**config.mk**
```make
export PLATFORM = sky130hd
export DESIGN_NAME = pwrc_ctrl
export DESIGN_NICKNAME = d
export VERILOG_FILES = /design/src/rtl/pwrc_pkg.sv /design/src/rtl/pwrc_cfg_rom.sv /design/src/rtl/pwrc_engine.sv /design/src/rtl/pwrc_ctrl.sv
export SDC_FILE = /design/constraint.sdc
export NUM_CORES = 1
export LEC_CHECK = 0
export BUFFER_PORTS_ARGS = -buffer_cell sky130_fd_sc_hd__buf_2
export CAP_MARGIN = 20
export CORE_MARGIN = 2
export CORE_UTILIZATION = 25
export CTS_BUF_LIST = sky130_fd_sc_hd__clkbuf_8
export DETAILED_ROUTE_END_ITERATION = 10
export PLACE_DENSITY = 0.39
export SYNTH_ARGS = -nofsm -noshare
export SYNTH_HDL_FRONTEND = slang
export SYNTH_HIERARCHICAL = 1
export SYNTH_SLANG_ARGS = --single-unit
```
**constraint.sdc**
```tcl
create_clock -name clk_i -period 4.39 [get_ports clk_i]
set_input_delay 0.439 -clock clk_i [delete_from_list [all_inputs] [get_ports clk_i]]
set_output_delay 0.439 -clock clk_i [all_outputs]
set_load 0.02 [all_outputs]
```
**src/rtl/pwrc_pkg.sv**
```systemverilog
package pwrc_pkg;
  localparam int N_REQ = 3;
  localparam int ST_W  = 4 * N_REQ;

  typedef enum logic [1:0] {
    REQ_LVL_A = 2'd0,
    REQ_LVL_B = 2'd1,
    REQ_CFG   = 2'd2
  } req_t;

  localparam logic [7:0] A_LVL_A   = 8'h00;
  localparam logic [7:0] A_BSY_A   = 8'h04;
  localparam logic [7:0] A_LVL_B   = 8'h08;
  localparam logic [7:0] A_BSY_B   = 8'h0C;
  localparam logic [7:0] A_CMD     = 8'h10;
  localparam logic [7:0] A_BSY_CMD = 8'h14;
  localparam logic [7:0] A_STAT    = 8'h18;
  localparam logic [7:0] A_ANYBSY  = 8'h1C;
  localparam logic [7:0] A_WMASK   = 8'h24;
  localparam logic [7:0] A_WRAW    = 8'h28;
  localparam logic [7:0] A_WSTAT   = 8'h2C;
  localparam logic [7:0] A_PD_A    = 8'h30;
  localparam logic [7:0] A_PD_B    = 8'h34;
  localparam logic [7:0] A_IDLE    = 8'h3C;
  localparam logic [7:0] A_MBOX_A  = 8'h68;
  localparam logic [7:0] A_CFG_WD  = 8'h70;
  localparam logic [7:0] A_CFG_RD  = 8'h74;
  localparam logic [7:0] A_MBOX_B  = 8'h78;
endpackage

```
**src/rtl/pwrc_cfg_rom.sv**
```systemverilog
module pwrc_cfg_rom #(
  parameter int CFG_WORDS = 16,
  localparam int IDX_W = $clog2(CFG_WORDS)
) (
  input  logic [IDX_W-1:0] idx_i,
  output logic [31:0]      data_o
);
  logic [31:0] tbl [CFG_WORDS];

  for (genvar k = 0; k < CFG_WORDS; k++) begin : g_word
    // voltage in mV above bit 20, frequency code below
    assign tbl[k] = (32'(900 + 10 * k) << 20) | 32'(50000 + 5000 * k);
  end

  assign data_o = tbl[idx_i];
endmodule

```
**src/rtl/pwrc_engine.sv**
```systemverilog
module pwrc_engine
  import pwrc_pkg::*;
#(
  parameter int LATENCY = 16,
  localparam int CNT_W = $clog2(LATENCY + 1)
) (
  input  logic        clk_i,
  input  logic        rst_ni,
  input  logic        start_i,
  input  req_t        type_i,
  input  logic        fail_i,
  input  logic [31:0] data_i,
  output logic        busy_o,
  output logic        done_o,
  output req_t        type_o,
  output logic        err_o,
  output logic [31:0] data_o
);
  logic [CNT_W-1:0] cnt_q;
  logic             busy_q, fail_q;
  req_t             type_q;
  logic [31:0]      data_q;

  always_ff @(posedge clk_i or negedge rst_ni) begin
    if (!rst_ni) begin
      busy_q <= 1'b0;
      cnt_q  <= '0;
      fail_q <= 1'b0;
      type_q <= REQ_LVL_A;
      data_q <= '0;
    end else if (start_i && !busy_q) begin
      busy_q <= 1'b1;
      cnt_q  <= CNT_W'(LATENCY - 1);
      fail_q <= fail_i;
      type_q <= type_i;
      data_q <= data_i;
    end else if (busy_q) begin
      if (cnt_q == '0) busy_q <= 1'b0;
      else             cnt_q  <= cnt_q - 1'b1;
    end
  end

  assign busy_o = busy_q;
  assign done_o = busy_q && (cnt_q == '0);
  assign type_o = type_q;
  assign err_o  = fail_q;
  assign data_o = data_q;
endmodule

```
**src/rtl/pwrc_ctrl.sv**
```systemverilog
module pwrc_ctrl
  import pwrc_pkg::*;
#(
  parameter int          LATENCY   = 16,
  parameter int          NUM_OPP   = 5,
  parameter int          N_CPU     = 2,
  parameter logic [3:0]  CFG_FUNC  = 4'd6,
  parameter logic [19:0] CFG_BASE  = 20'h304,
  parameter int          CFG_WORDS = 16,
  localparam int LVL_W     = 3,
  localparam int CFG_IDX_W = $clog2(CFG_WORDS)
) (
  input  logic             clk_i,
  input  logic             rst_ni,
  input  logic             we_i,
  input  logic             re_i,
  input  logic [7:0]       addr_i,
  input  logic [31:0]      wdata_i,
  output logic [31:0]      rdata_o,
  input  logic [11:0]      wake_raw_i,
  input  logic [N_CPU-1:0] wfi_a_i,
  input  logic [N_CPU-1:0] wfi_b_i,
  output logic             irq_o,
  output logic [11:0]      wake_mask_o,
  output logic             pd_en_a_o,
  output logic             pd_en_b_o
);
  logic [LVL_W-1:0] lvl_a_q, lvl_b_q;
  logic [31:0]      cmd_q, cfg_wd_q, cfg_rd_q;
  logic [ST_W-1:0]  status_q, st_set;
  logic [11:0]      wmask_q;
  logic             pd_a_q, pd_b_q;
  logic [31:0]      mbox_a_q [N_CPU];
  logic [31:0]      mbox_b_q [N_CPU];

  // request decode
  logic        req_any, req_fail, eng_start, reject;
  req_t        req_type;
  logic [19:0] cmd_off;
  logic [CFG_IDX_W-1:0] cfg_idx;
  logic [31:0] rom_data, req_data;

  always_comb begin
    req_any  = 1'b0;
    req_type = REQ_LVL_A;
    req_fail = 1'b0;
    req_data = wdata_i;
    cmd_off  = wdata_i[19:0];
    cfg_idx  = CFG_IDX_W'(cmd_off - CFG_BASE);
    if (we_i) begin
      unique case (addr_i)
        A_LVL_A: begin
          req_any  = 1'b1;
          req_type = REQ_LVL_A;
          req_fail = wdata_i >= 32'(NUM_OPP);
        end
        A_LVL_B: begin
          req_any  = 1'b1;
          req_type = REQ_LVL_B;
          req_fail = wdata_i >= 32'(NUM_OPP);
        end
        A_CMD: begin
          req_any  = wdata_i[31];
          req_type = REQ_CFG;
          req_fail = (wdata_i[23:20] != CFG_FUNC) || (cmd_off < CFG_BASE) ||
                     (cmd_off >= CFG_BASE + 20'(CFG_WORDS));
          req_data = rom_data;
        end
        default: ;
      endcase
    end
  end

  pwrc_cfg_rom #(.CFG_WORDS(CFG_WORDS)) u_rom (
    .idx_i  (cfg_idx),
    .data_o (rom_data)
  );

  logic        eng_busy, eng_done, eng_err;
  req_t        eng_type;
  logic [31:0] eng_data;

  assign eng_start = req_any && !eng_busy;
  assign reject    = req_any && eng_busy;

  pwrc_engine #(.LATENCY(LATENCY)) u_eng (
    .clk_i   (clk_i),
    .rst_ni  (rst_ni),
    .start_i (eng_start),
    .type_i  (req_type),
    .fail_i  (req_fail),
    .data_i  (req_data),
    .busy_o  (eng_busy),
    .done_o  (eng_done),
    .type_o  (eng_type),
    .err_o   (eng_err),
    .data_o  (eng_data)
  );

  // one completion/error pair per request type, 4-bit stride
  for (genvar t = 0; t < N_REQ; t++) begin : g_st
    logic fin_t;
    assign fin_t            = eng_done && (eng_type == req_t'(t));
    assign st_set[4*t]      = fin_t && !eng_err;
    assign st_set[4*t+1]    = (fin_t && eng_err) || (reject && (req_type == req_t'(t)));
    assign st_set[4*t+3:4*t+2] = 2'b00;
  end

  logic stat_rd;
  assign stat_rd = re_i && (addr_i == A_STAT);

  always_ff @(posedge clk_i or negedge rst_ni) begin
    if (!rst_ni) begin
      status_q <= '0;
      lvl_a_q  <= '0;
      lvl_b_q  <= '0;
      cfg_rd_q <= '0;
    end else begin
      status_q <= (stat_rd ? '0 : status_q) | st_set;
      if (eng_done && !eng_err) begin
        unique case (eng_type)
          REQ_LVL_A: lvl_a_q  <= eng_data[LVL_W-1:0];
          REQ_LVL_B: lvl_b_q  <= eng_data[LVL_W-1:0];
          default:   cfg_rd_q <= eng_data;
        endcase
      end
    end
  end

  always_ff @(posedge clk_i or negedge rst_ni) begin
    if (!rst_ni) begin
      cmd_q    <= '0;
      cfg_wd_q <= '0;
      wmask_q  <= '0;
      pd_a_q   <= 1'b0;
      pd_b_q   <= 1'b0;
    end else if (we_i) begin
      unique case (addr_i)
        A_CMD:    cmd_q    <= wdata_i;
        A_CFG_WD: cfg_wd_q <= wdata_i;
        A_WMASK:  wmask_q  <= wdata_i[11:0];
        A_PD_A:   pd_a_q   <= wdata_i[0];
        A_PD_B:   pd_b_q   <= wdata_i[0];
        default: ;
      endcase
    end
  end

  for (genvar n = 0; n < N_CPU; n++) begin : g_mbox
    always_ff @(posedge clk_i or negedge rst_ni) begin
      if (!rst_ni) begin
        mbox_a_q[n] <= '0;
        mbox_b_q[n] <= '0;
      end else if (we_i) begin
        if (addr_i == A_MBOX_A + 8'(4 * n)) mbox_a_q[n] <= wdata_i;
        if (addr_i == A_MBOX_B + 8'(4 * n)) mbox_b_q[n] <= wdata_i;
      end
    end
  end

  always_comb begin
    rdata_o = '0;
    unique case (addr_i)
      A_LVL_A:   rdata_o = 32'(lvl_a_q);
      A_LVL_B:   rdata_o = 32'(lvl_b_q);
      A_BSY_A:   rdata_o = 32'(eng_busy && eng_type == REQ_LVL_A);
      A_BSY_B:   rdata_o = 32'(eng_busy && eng_type == REQ_LVL_B);
      A_BSY_CMD: rdata_o = 32'(eng_busy && eng_type == REQ_CFG);
      A_ANYBSY:  rdata_o = 32'(eng_busy);
      A_CMD:     rdata_o = cmd_q;
      A_STAT:    rdata_o = 32'(status_q);
      A_WMASK:   rdata_o = 32'(wmask_q);
      A_WRAW:    rdata_o = 32'(wake_raw_i);
      A_WSTAT:   rdata_o = 32'(wake_raw_i & wmask_q);
      A_PD_A:    rdata_o = 32'(pd_a_q);
      A_PD_B:    rdata_o = 32'(pd_b_q);
      A_IDLE: begin
        rdata_o[N_CPU-1:0]   = wfi_a_i;
        rdata_o[3 +: N_CPU]  = wfi_b_i;
      end
      A_CFG_WD:  rdata_o = cfg_wd_q;
      A_CFG_RD:  rdata_o = cfg_rd_q;
      default: ;
    endcase
    for (int n = 0; n < N_CPU; n++) begin
      if (addr_i == A_MBOX_A + 8'(4 * n)) rdata_o = mbox_a_q[n];
      if (addr_i == A_MBOX_B + 8'(4 * n)) rdata_o = mbox_b_q[n];
    end
  end

  assign irq_o       = |status_q;
  assign wake_mask_o = wmask_q;
  assign pd_en_a_o   = pd_a_q;
  assign pd_en_b_o   = pd_b_q;
endmodule

```
==> results.toml <==
[power_and_ir_drop]
ir_drop_mv = 0.167
power.total_w = 0.00592
p_per_area_nw_per_um2 = 357
switching_share_pct = 26.6
leakage_component_of_the_power_nw = 8.04
share_comb_of_total_power_pct = 7.7
clockPowerShare_pct = 43.4
internal-power_w = 0.00435
p_sw_w = 0.00158
share_seq_of_total_power_pct = 48.9

[sta]
rsz0062_at_grt = "no"
fin_worst_hold_slack_ps = 134
timing.setup.tns_ps = 0
hold_viol = 0
final.setup.worst_slack_ps = 903
timing_max_transition_violations_final = 0
setup_violations = 0
timing.fmax_mhz = 287
final.setup_skew_ps = 36.2
min_period_over_period_pct = 79.4
max-slew-margin-rel_pct = 37.6
worst_slew_pin_slew_ps = 928
period_needed_ps = 3490

[global_routing]
grt_overflow = 0
number_of_global_route_vias_before_repair = 10294
grt_antenna_before_repair = 2
grt_max_degree = 96
grt_first_pass_wirelength_um = 72000
gr-usage-all-layers_pct = 16.3

[worst_hold_path]
min_path_type = "input port to register"

[place]
buffer_ports.inserted = 106
place_congestion = 0.820
dp.cells = 1949
dpl_worst_slack_ps = 901
dp_hpwl_um = 31600

[logic_synthesis]
yosys_register_bits = 291
postSynthAreaPerCell_um2 = 12.4
synth_largest_type_area_fraction_pct = 51.4
syn-cell-area_um2 = 14200
netlist-cell-type-count = 74
yosysTopAreaCell = "sky130_fd_sc_hd__dfrtp_1"
ys_seq_area_share_pct = 51.4
synthArstFlopShare_pct = 100
ys.warnings.count = 6
ys_top_cells_by_area = "sky130_fd_sc_hd__dfrtp_1, sky130_fd_sc_hd__mux2_1, sky130_fd_sc_hd__mux2_2"
postSynthCellCount = 1147
synth_enable_flop_cells = 0
ys_dominant_reg_cell = "sky130_fd_sc_hd__dfrtp_1"

[layout]
antenna_cells_inserted = 0
cell_count_final_fillers_out = 2049
syn_to_final_growth_pct = 16.9
layout.nets = 1325
mostFrequentLayoutCell = "sky130_fd_sc_hd__dfrtp_1"
final_layout_size_suffix_gt1_share_pct = 27.7
commonest_cells_after_routing_fill_and_taps_aside = "sky130_fd_sc_hd__dfrtp_1, sky130_fd_sc_hd__mux2_1, sky130_fd_sc_hd__mux2_2"
number_of_fill_cells_in_the_layout = 5875

[cts]
cts_tree = "done"
max-clock-path-buffers = 3
tritoncts.num_buffers = 54
root_buf_cell = "sky130_fd_sc_hd__clkbuf_8"
clock_tree.htree_level_count = 2
clk_pin_slew_ps = 60
clock_insertion_delay_worst_skew_ps = 650
post_cts_resized = 0
cts_sinks = 291

[drt]
wl_per_cell_um = 23.5
route.vias.total = 10061
first_pass_iters = 5
drt_drc_violations_left = 0
drt_total_wl_um = 48200
ant_nets = 0
drt_first_iter_violations = 755
viasPerCell = 4.91

[critical_path]
cp_capture_type = "output port"
worstPathRequired_ps = 3950
cp.arrival_ps = 3050
cp_max_fo = 25
timing_worst_setup_path_type = "input port to output port"
critical_path.startpoint_type = "input port"

[die]
die_height_um = 242
die_width_um = 242
fp.coreArea_um2 = 56300
row_count = 87
area_of_the_die_um2 = 58600
floorplan.initialDensity_pct = 25.2
top_level_ports = 107

[flow_run]
max_cap_viol_count = 0

[outcome]
result_of_the_run = "finished, final reports clean"
## state kept, by name, indices dropped and copies added (netlist names)
signal	count
mbox_a_q	64
u_eng/busy_o	1
cmd_q	32
cfg_rd_q	32
status_q	6
pd_en_a_o	1
u_eng/data_o	32
wake_mask_o	12
u_eng/type_o	2
lvl_a_q	3
mbox_b_q	64
u_eng/err_o	1
pd_en_b_o	1
u_eng/cnt_q	5
lvl_b_q	3
cfg_wd_q	32
## metrics by stage
stage	util (%)	area, µm²
2_1_floorplan	-	14200
3_3_place_gp	27.5	15500
3_5_place_dp	27.6	15500
4_1_cts	29.5	16600
5_1_grt	29.5	16600
6_report	29.5	16600
## logic make-up (layout without fill, tap and decap cells)
kind of cell,after synthesis,in the layout,synth area share (%)
muxes,306,306,24.2
and+or+nand+nor,176,176,6.77
adders and majority gates,15,15,1.32
other,1,8,0.0264
buffers and inverters,118,257,4.32
DFF,291,291,51.4
xor gates and xnor gates,3,3,0.185
AOI/OAI and AO/OA,237,237,11.8
## layout make-up
class	instances	area, µm²	share of cell area (%)
sequential	291	7280	43.9
multi-input combinational	745	6350	38.3
tap	756	946	5.70
clock buffer	67	922	5.56
timing repair buffer	140	886	5.34
clock inverter	32	130	0.785
inverter	18	67.6	0.407
## cells in the mapped netlist (3+ instances only)
cell type	number
sky130_fd_sc_hd__o21ai_1	21
sky130_fd_sc_hd__nand4_1	4
sky130_fd_sc_hd__o21ai_0	37
sky130_fd_sc_hd__a21o_1	4
sky130_fd_sc_hd__buf_2	36
sky130_fd_sc_hd__mux2_1	174
sky130_fd_sc_hd__a222oi_1	18
sky130_fd_sc_hd__buf_1	10
sky130_fd_sc_hd__nor4_1	8
sky130_fd_sc_hd__mux2i_1	8
sky130_fd_sc_hd__or4_1	3
sky130_fd_sc_hd__o2111ai_1	8
sky130_fd_sc_hd__a22oi_1	54
sky130_fd_sc_hd__a21oi_1	32
sky130_fd_sc_hd__a31oi_1	7
sky130_fd_sc_hd__a221o_1	13
sky130_fd_sc_hd__inv_1	16
sky130_fd_sc_hd__xor2_1	3
sky130_fd_sc_hd__o21a_1	3
sky130_fd_sc_hd__a211oi_1	3
sky130_fd_sc_hd__nand3_1	31
sky130_fd_sc_hd__nor2b_1	5
sky130_fd_sc_hd__mux2_2	124
sky130_fd_sc_hd__o22ai_1	6
sky130_fd_sc_hd__buf_6	8
sky130_fd_sc_hd__nor3b_1	5
sky130_fd_sc_hd__nand2b_1	4
sky130_fd_sc_hd__dfrtp_1	291
sky130_fd_sc_hd__and2_1	3
sky130_fd_sc_hd__clkbuf_1	29
sky130_fd_sc_hd__buf_4	17
sky130_fd_sc_hd__nand2_1	43
sky130_fd_sc_hd__ha_1	15
sky130_fd_sc_hd__o211ai_1	5
sky130_fd_sc_hd__nor4b_1	3
sky130_fd_sc_hd__a22o_1	7
sky130_fd_sc_hd__nand3b_1	3
sky130_fd_sc_hd__nor3_1	14
sky130_fd_sc_hd__nor2_1	29
sky130_fd_sc_hd__a32o_1	3
## path summary, 6_finish.rpt
check	from	end	slack, ps	depth (start not counted)
worst min register to register	mbox_b_q[38]	mbox_b_q[38]	480	1
min in group asynchronous	rst_ni	mbox_a_q[19]	450	2
worst max register to register	u_eng/cnt_q[0]	lvl_a_q[2]	1670	7
worst min-delay path	wdata_i[13]	mbox_b_q[45]	130	2
worst max-delay path	addr_i[2]	rdata_o[22]	900	8
max in group asynchronous	rst_ni	cfg_rd_q[7]	2940	3
## timing repair
| item | in CTS | in global routing |
|---|---|---|
| buffers inserted | 0 | 0 |
| hold buffers | 1 | 0 |
| endpoints found under the setup margin | 0 | 0 |
| endpoints found under the hold margin | 92 | 0 |
## layer usage
layer | vias to the layer above | global-route usage, % | wire length, µm
li1 | 4490 | - | -
met1 | 5255 | 23.2 | 23000
met2 | 247 | 25.8 | 22100
met3 | 67 | 2.46 | 2090
met4 | 2 | 4.70 | 958
met5 | - | 0 | 12
## worst max-delay path: stages
cell and delay (ps):
sky130_fd_sc_hd__buf_2 420, sky130_fd_sc_hd__or4b_1 750, sky130_fd_sc_hd__nor2_2 170, sky130_fd_sc_hd__buf_4 370, sky130_fd_sc_hd__a222oi_1 140, sky130_fd_sc_hd__a21oi_1 380
sky130_fd_sc_hd__a221o_1 190, sky130_fd_sc_hd__buf_2 160
## power groups by stage
stage	Clock [W]	Sequential, W	Combinational, W
after floorplan	0	0.00292	0.000249
after global placement	0	0.00294	0.000456
after detailed placement	0	0.00294	0.000464
after CTS	0.00267	0.00289	0.000466
after global routing	0.00280	0.00291	0.000507
final	0.00257	0.00289	0.000456
Power figures use the tool's default switching activity.
